<file path="src/rtl/exc_entry_pkg.sv">
package exc_entry_pkg;

    localparam logic [5:0] EC_INT  = 6'h00;
    localparam logic [5:0] EC_PIF  = 6'h03;
    localparam logic [5:0] EC_PPI  = 6'h07;
    localparam logic [5:0] EC_ADR  = 6'h08;
    localparam logic [5:0] EC_BCE  = 6'h0A;
    localparam logic [5:0] EC_SYS  = 6'h0B;
    localparam logic [5:0] EC_SXD  = 6'h10;
    localparam logic [5:0] EC_FPE  = 6'h12;
    localparam logic [5:0] EC_DBP  = 6'h1A;

    localparam logic [8:0] SUB_FETCH = 9'd0;
    localparam logic [8:0] SUB_DATA  = 9'd1;

    localparam logic [5:0] DBG_BP_CODE = 6'h0C;

    typedef enum logic [1:0] {
        PATH_NONE    = 2'd0,
        PATH_DEBUG   = 2'd1,
        PATH_REFILL  = 2'd2,
        PATH_GENERAL = 2'd3
    } entry_path_e;

    typedef struct packed {
        logic [1:0] plv;
        logic       ie;
        logic       da;
        logic       pg;
        logic [1:0] datf;
        logic [1:0] datm;
    } mode_t;

    typedef struct packed {
        logic       active;
        logic       bp;
        logic       intr;
        logic [5:0] code;
    } dbg_t;

endpackage

</file>
<file path="src/rtl/exc_cause_class.sv">
module exc_cause_class
    import exc_entry_pkg::*;
(
    input  logic [5:0]  major,
    input  logic [8:0]  sub,
    input  logic        refill,
    input  logic        dbg_active,
    output logic        ok,
    output entry_path_e path,
    output logic        is_int,
    output logic        sets_badv,
    output logic        sets_badi
);

    logic major_known;

    always_comb begin
        major_known = (major <= EC_PPI) || (major == EC_ADR) ||
                      ((major >= EC_BCE) && (major <= EC_SXD)) ||
                      (major == EC_FPE) || (major == EC_DBP);
        if (major == EC_ADR) begin
            ok = (sub == SUB_FETCH) || (sub == SUB_DATA);
        end else begin
            ok = major_known && (sub == 9'd0);
        end

        is_int = (major == EC_INT);

        if (!ok) begin
            path = PATH_NONE;
        end else if ((major == EC_DBP) || (is_int && dbg_active)) begin
            path = PATH_DEBUG;
        end else if (refill) begin
            path = PATH_REFILL;
        end else begin
            path = PATH_GENERAL;
        end

        sets_badv = ((major >= EC_SYS) && (major <= EC_SXD)) || (major == EC_FPE);
        sets_badi = !is_int && (major != EC_PIF) &&
                    !((major == EC_ADR) && (sub == SUB_FETCH));
    end

endmodule

</file>
<file path="src/rtl/exc_target_calc.sv">
module exc_target_calc
    import exc_entry_pkg::*;
#(
    parameter int PC_W    = 32,
    parameter int DBG_OFF = 'h480
) (
    input  entry_path_e      path,
    input  logic             is_int,
    input  logic [5:0]       major,
    input  logic [PC_W-1:0]  entry_base,
    input  logic [PC_W-1:0]  refill_base,
    input  logic [PC_W-1:0]  int_target,
    input  logic [2:0]       vec_sel,
    output logic [PC_W-1:0]  target
);

    localparam logic [PC_W-1:0] DBG_OFF_W = PC_W'(DBG_OFF);

    logic [3:0]      shamt;
    logic [PC_W-1:0] vec_off;

    always_comb begin
        shamt   = {1'b0, vec_sel} + 4'd2;
        vec_off = (vec_sel == 3'd0) ? '0 : ({{(PC_W-6){1'b0}}, major} << shamt);
        unique case (path)
            PATH_DEBUG:   target = entry_base + DBG_OFF_W;
            PATH_REFILL:  target = is_int ? int_target : refill_base;
            PATH_GENERAL: target = is_int ? int_target : (entry_base + vec_off);
            default:      target = entry_base;
        endcase
    end

endmodule

</file>
<file path="src/rtl/exc_entry_ctrl.sv">
module exc_entry_ctrl
    import exc_entry_pkg::*;
#(
    parameter int              PC_W     = 32,
    parameter logic [PC_W-1:0] RESET_PC = PC_W'(32'h1C00_0000)
) (
    input  logic            clk,
    input  logic            rst_n,
    input  logic            entry_valid,
    input  logic [5:0]      entry_major,
    input  logic [8:0]      entry_sub,
    input  logic [PC_W-1:0] entry_pc,
    input  logic [31:0]     entry_insn,
    input  logic            entry_refill,
    input  logic [PC_W-1:0] int_target,
    input  logic [PC_W-1:0] entry_base,
    input  logic [PC_W-1:0] refill_base,
    input  logic [2:0]      vec_sel,
    input  logic            mode_wr,
    input  logic [1:0]      mode_plv,
    input  logic            mode_ie,
    input  logic            mode_da,
    input  logic            mode_pg,
    input  logic            dbg_wr,
    input  logic            dbg_val,
    output logic [PC_W-1:0] new_pc,
    output logic            pc_valid,
    output logic            cause_err,
    output logic [1:0]      cur_plv,
    output logic            cur_ie,
    output logic            cur_da,
    output logic            cur_pg,
    output logic [1:0]      cur_datf,
    output logic [1:0]      cur_datm,
    output logic [1:0]      sv_plv,
    output logic            sv_ie,
    output logic [1:0]      rf_plv,
    output logic            rf_ie,
    output logic [PC_W-1:0] ret_pc,
    output logic [PC_W-1:0] rf_ret,
    output logic [PC_W-1:0] dbg_ret,
    output logic [5:0]      st_ecode,
    output logic [8:0]      st_esub,
    output logic [PC_W-1:0] bad_va,
    output logic [31:0]     bad_insn,
    output logic            dbg_active,
    output logic            dbg_bp_flag,
    output logic            dbg_int_flag,
    output logic [5:0]      dbg_code
);

    typedef struct packed {
        mode_t           mode;
        logic [1:0]      sv_plv;
        logic            sv_ie;
        logic [1:0]      rf_plv;
        logic            rf_ie;
        dbg_t            dbg;
        logic [5:0]      ecode;
        logic [8:0]      esub;
        logic [31:0]     badi;
        logic [PC_W-1:0] era;
        logic [PC_W-1:0] rf_era;
        logic [PC_W-1:0] dera;
        logic [PC_W-1:0] badv;
        logic [PC_W-1:0] npc;
        logic            vld;
        logic            err;
    } ctl_t;

    ctl_t st_d, st_q;

    logic            cls_ok;
    entry_path_e     cls_path;
    logic            cls_int;
    logic            cls_badv;
    logic            cls_badi;
    logic [PC_W-1:0] tgt_pc;

    exc_cause_class u_class (
        .major      (entry_major),
        .sub        (entry_sub),
        .refill     (entry_refill),
        .dbg_active (st_q.dbg.active),
        .ok         (cls_ok),
        .path       (cls_path),
        .is_int     (cls_int),
        .sets_badv  (cls_badv),
        .sets_badi  (cls_badi)
    );

    exc_target_calc #(.PC_W(PC_W)) u_target (
        .path        (cls_path),
        .is_int      (cls_int),
        .major       (entry_major),
        .entry_base  (entry_base),
        .refill_base (refill_base),
        .int_target  (int_target),
        .vec_sel     (vec_sel),
        .target      (tgt_pc)
    );

    always_comb begin
        st_d     = st_q;
        st_d.vld = 1'b0;
        st_d.err = 1'b0;
        if (entry_valid) begin
            if (!cls_ok) begin
                st_d.err = 1'b1;
            end else begin
                st_d.vld = 1'b1;
                st_d.npc = tgt_pc;
                if (cls_path == PATH_DEBUG) begin
                    st_d.dera       = entry_pc;
                    st_d.dbg.active = 1'b1;
                    if (cls_int) begin
                        st_d.dbg.intr = 1'b1;
                    end else begin
                        st_d.dbg.bp   = 1'b1;
                        st_d.dbg.code = DBG_BP_CODE;
                    end
                end else begin
                    if (cls_badv) st_d.badv = entry_pc;
                    if (cls_badi) st_d.badi = entry_insn;
                    if (cls_path == PATH_REFILL) begin
                        st_d.rf_plv  = st_q.mode.plv;
                        st_d.rf_ie   = st_q.mode.ie;
                        st_d.mode.da = 1'b1;
                        st_d.mode.pg = 1'b0;
                        st_d.rf_era  = {2'b00, entry_pc[PC_W-1:2]};
                    end else begin
                        st_d.ecode  = entry_major;
                        st_d.esub   = entry_sub;
                        st_d.sv_plv = st_q.mode.plv;
                        st_d.sv_ie  = st_q.mode.ie;
                        st_d.era    = entry_pc;
                    end
                    st_d.mode.plv = 2'd0;
                    st_d.mode.ie  = 1'b0;
                end
            end
        end else begin
            if (mode_wr) begin
                st_d.mode.plv = mode_plv;
                st_d.mode.ie  = mode_ie;
                st_d.mode.da  = mode_da;
                st_d.mode.pg  = mode_pg;
            end
            if (dbg_wr) begin
                st_d.dbg.active = dbg_val;
            end
        end
    end

    always_ff @(posedge clk) begin
        if (!rst_n) begin
            st_q           <= '0;
            st_q.mode.da   <= 1'b1;
            st_q.mode.datf <= 2'd1;
            st_q.mode.datm <= 2'd1;
            st_q.npc       <= RESET_PC;
        end else begin
            st_q <= st_d;
        end
    end

    assign new_pc       = st_q.npc;
    assign pc_valid     = st_q.vld;
    assign cause_err    = st_q.err;
    assign cur_plv      = st_q.mode.plv;
    assign cur_ie       = st_q.mode.ie;
    assign cur_da       = st_q.mode.da;
    assign cur_pg       = st_q.mode.pg;
    assign cur_datf     = st_q.mode.datf;
    assign cur_datm     = st_q.mode.datm;
    assign sv_plv       = st_q.sv_plv;
    assign sv_ie        = st_q.sv_ie;
    assign rf_plv       = st_q.rf_plv;
    assign rf_ie        = st_q.rf_ie;
    assign ret_pc       = st_q.era;
    assign rf_ret       = st_q.rf_era;
    assign dbg_ret      = st_q.dera;
    assign st_ecode     = st_q.ecode;
    assign st_esub      = st_q.esub;
    assign bad_va       = st_q.badv;
    assign bad_insn     = st_q.badi;
    assign dbg_active   = st_q.dbg.active;
    assign dbg_bp_flag  = st_q.dbg.bp;
    assign dbg_int_flag = st_q.dbg.intr;
    assign dbg_code     = st_q.dbg.code;

endmodule

</file>
<file path="config.mk">
export PLATFORM = sky130hd
export DESIGN_NAME = exc_entry_ctrl
export DESIGN_NICKNAME = d
export VERILOG_FILES = /design/src/rtl/exc_entry_pkg.sv /design/src/rtl/exc_cause_class.sv /design/src/rtl/exc_target_calc.sv /design/src/rtl/exc_entry_ctrl.sv
export SDC_FILE = /design/constraint.sdc
export NUM_CORES = 1
export LEC_CHECK = 0
export CORE_AREA = 5 5 177 179
export DETAILED_ROUTE_END_ITERATION = 10
export DIE_AREA = 0 0 182 184
export PLACE_DENSITY = 0.75
export SLEW_MARGIN = 20
export SYNTH_ARGS = -nofsm -noshare
export SYNTH_HDL_FRONTEND = slang
export SYNTH_HIERARCHICAL = 1
export SYNTH_SLANG_ARGS = --single-unit
</file>
<file path="constraint.sdc">
create_clock -name clk -period 4.31 [get_ports clk]
set_clock_uncertainty 0.1 [all_clocks]
set_input_delay 0.431 -clock clk [delete_from_list [all_inputs] [get_ports clk]]
set_output_delay 0.431 -clock clk [all_outputs]
set_load 0.02 [all_outputs]
</file>
==> summary.md <==
| Metric | Value |
|---|---|
| Status | complete, no violations |
| Vias in the first global route | between 10000 and 15000 |
| Syn Std Cell Area | approximately 12000 um^2 |
| Num rows | between 60 and 70 |
| CTS buffer count | 25 |
| Fin nets | about 2100 |
| Worst path required time | about 4.7 ns |
| Drt drc | 0 |
| Post-Syn Instances | roughly 1500 |
| Setup crit start kind | input port |
| I/O Pins | between 400 and 500 |
| Dominant synthesized flop cell | dfxtp_1 |
| Post_cts resized | 0 |
| Pwr Density | 271 nW/um^2 |
| CTS tree | done |
| Final setup viols | 0 |
| #FFs+latches synth | approximately 220 |
| CTS sink count | about 220 |
| Unrepaired setup endpoints after global routing | false |
| Hold buffer count at CTS | 0 |
| Post-synth top area cell | dfxtp_1 |
| Die Area | 33500 um^2 |
| Max-Cap Viols | 0 |
| Fin crit share | ~91% |
| Die width | around 180 um |
| Maximum VDD drop | about 260 uV |
| H-tree levels | 1 |
| Drt pass-1 iters | 4 |
| WL final | roughly 44 mm |
| Crit. End Element | register |
| Final WS setup | between 0.3 and 0.4 ns |
| Dpl cells | 2262 |
| Final Wtd Congestion | around 0.92 |
| First-pass GRT wire length | 68.5 mm |
| Layout area overhead | 44.8% |
| Commonest non-fill, non-tap cell in the layout | clkdlybuf4s50_1 |
| Fmax | 255 MHz |
| Worst relative slew slack | 36.4% |
| Share of cells above drive strength 1 | around 8.9% |
| Min Clock Period, post-route | roughly 3.9 ns |
| Root buf cell | clkbuf_16 |
| Postcts setup bufs | 0 |
| Final cell count without fillers | 2308 |
| Final hold vios | 0 |
| Synth warnings | 6 |
| Antenna-violating nets left | 0 |
| Most frequent cells in the layout | clkdlybuf4s50_1 (409), nand2_1 (330), dfxtp_1 (221) |
| Die H | 184 um |
| DR vias/cell | around 5.4 |
| Setup CP Type | in2reg |
| Total gr overflow | 0 |
| Synth top area cells | dfxtp_1 (35%), mux2i_1 (16%), nand2_1 (9.9%), ha_1 (2.5%), a21oi_1 (2.5%) |
| Starting DRC count in detailed routing | approximately 800 |
| Largest net degree at the start of global routing | 137 |
| Fillers | around 2500 |
| Share of Yosys cell area claimed by the top area cell type | 35.5% |
| I/O Buffers | 412 |
| Via count | roughly 12000 |
| Tot Pwr | about 4.9 mW |
| Starting density of the core | 42.4% |
| Worst Hold Class | in2reg |
| Leak pwr | 7.46 nW |
| Dpl ws | -0.288 ns |
| Final setup TNS | 0 ns |
| Tightest Pin Transition | about 0.95 ns |
| WL/cell | roughly 19 um |
| Arr. time, crit path | between 4 and 5 ns |
| Core ar. | ~29000 um^2 |
| Max Slew Vio Count | 0 |
| Synth cell types | 90 |
| Worst Path Max Fanout | 7 |
| Syn_area_per_cell | around 8.4 um^2 |
| Initial antenna violation count | 2 |
| Gr usage total | 25.1% |
| Asr flop ratio synth | 0% |
| EDFF count, synth | 0 |
| Seq/Total Area, Yosys | a little over a third |
| Longest Clk Path Bufs | 3 |
| Clock transition at the registers of the reported paths | around 0.06 ns |
| Post-DP HPWL | 34.0 mm |
| Clk_lat worst skew | around 0.50 ns |
worst paths after layout:
path	from	endpoint	slack, ns	cells past startpoint
max	vec_sel[0]	new_pc[24]	0.39	15
min	entry_valid	dbg_active	0.31	3
max reg2reg	dbg_active	bad_va[17]	1.15	7
min reg2reg	ret_pc[7]	ret_pc[7]	0.35	2
cell usage after synthesis (6+ instances only):
| cell | instances |
|---|---|
| a31oi_1 | 13 |
| o21ai_1 | 10 |
| nand3_1 | 20 |
| nor2b_1 | 13 |
| buf_1 | 11 |
| mux2i_1 | 196 |
| nor2_1 | 68 |
| o221ai_1 | 7 |
| buf_2 | 29 |
| a21boi_0 | 30 |
| dfxtp_1 | 221 |
| ha_1 | 25 |
| a21o_1 | 11 |
| nor3_1 | 23 |
| o21ai_0 | 39 |
| nand2b_1 | 6 |
| a21oi_1 | 62 |
| o31ai_1 | 8 |
| and3_1 | 42 |
| nand4_1 | 16 |
| o211ai_1 | 9 |
| nand2_1 | 330 |
| xor2_1 | 10 |
| clkbuf_1 | 57 |
| inv_1 | 17 |
| o22ai_1 | 8 |
| o21a_1 | 40 |
| buf_4 | 15 |
| xnor2_1 | 16 |
| nand4b_1 | 6 |
| buf_6 | 15 |
kinds of logic after synthesis:
family / Yosys count / share of synthesized area [%]
multiplexers: 203 / 16.4
adder cells (fa/ha/maj): 26 / 2.67
AO/OA/AOI/OAI: 292 / 16.0
flip-flops: 221 / 35.5
XOR/XNOR: 26 / 1.83
buffers and inverters: 148 / 6.50
AND/OR/NAND/NOR: 567 / 21.1
other: 2 / 0.0602
per-layer routing:
layer | track usage [%] | share of wire (%) | vias to the layer above
met1 | 30.6 | 41 | 5803
met2 | 43.9 | 48 | 533
met3 | 5.01 | 7.6 | 99
met5 | 0 | 0.029 | -
met4 | 9.52 | 3.6 | 2
li1 | - | - | 6011
state kept, by name (all words and copies together), names as in the netlist:
name          cells
dbg_ret          32
dbg_int_flag      1
dbg_code          1
cur_da            1
bad_insn         32
ret_pc           32
cur_pg            1
sv_plv            2
sv_ie             1
new_pc           32
pc_valid          1
rf_ret           30
rf_ie             1
rf_plv            2
dbg_active        1
cause_err         1
st_esub           9
cur_ie            1
cur_plv           2
bad_va           32
st_ecode          6
stage by stage:
step / cell area (um^2) / util (%) / hold WS, ns
after CTS: 18100 / 61.4 / 0.296
after global routing: 18100 / 61.4 / 0.340
after global placement: 17200 / 58.6 / 0.336
final: 18100 / 61.4 / 0.312
after detailed placement: 17200 / 58.6 / 0.346
after floorplan: 12500 / - / 0.432
where the power goes:
group | internal (mW) | total, mW | leakage (nW) | switching [mW]
clock network | 1.25 | 2.11 | 0.389 | 0.858
logic | 0.369 | 0.739 | 5.29 | 0.370
registers | 2.05 | 2.05 | 1.78 | 0.00182
total | 3.66 | 4.89 | 7.46 | 1.23
layout make-up:
| class | instances | area, um^2 | share of cell area, % |
|---|---|---|---|
| antenna | 1 | 2.50 | 0.0139 |
| clock buffer | 36 | 697 | 3.86 |
| clock inverter | 9 | 115 | 0.637 |
| inverter | 17 | 63.8 | 0.353 |
| multi-input combinational | 1124 | 7310 | 40.5 |
| sequential | 221 | 4420 | 24.5 |
| tap | 390 | 488 | 2.70 |
| timing repair buffer | 510 | 4960 | 27.5 |
worst max-delay path: stages:
cell	delay [ns]
clkdlybuf4s50_1	0.64
nor3_1	0.12
or2_2	0.32
nor3_1	0.24
ha_1	0.30
nor2b_1	0.15
o31a_1	0.26
o31a_1	0.28
nand4bb_1	0.26
a41oi_1	0.34
nand3b_1	0.21
mux2_1	0.34
o22ai_1	0.12
and3_1	0.16
o21a_1	0.12
No activity file was read; power rests on OpenSTA's default activity.
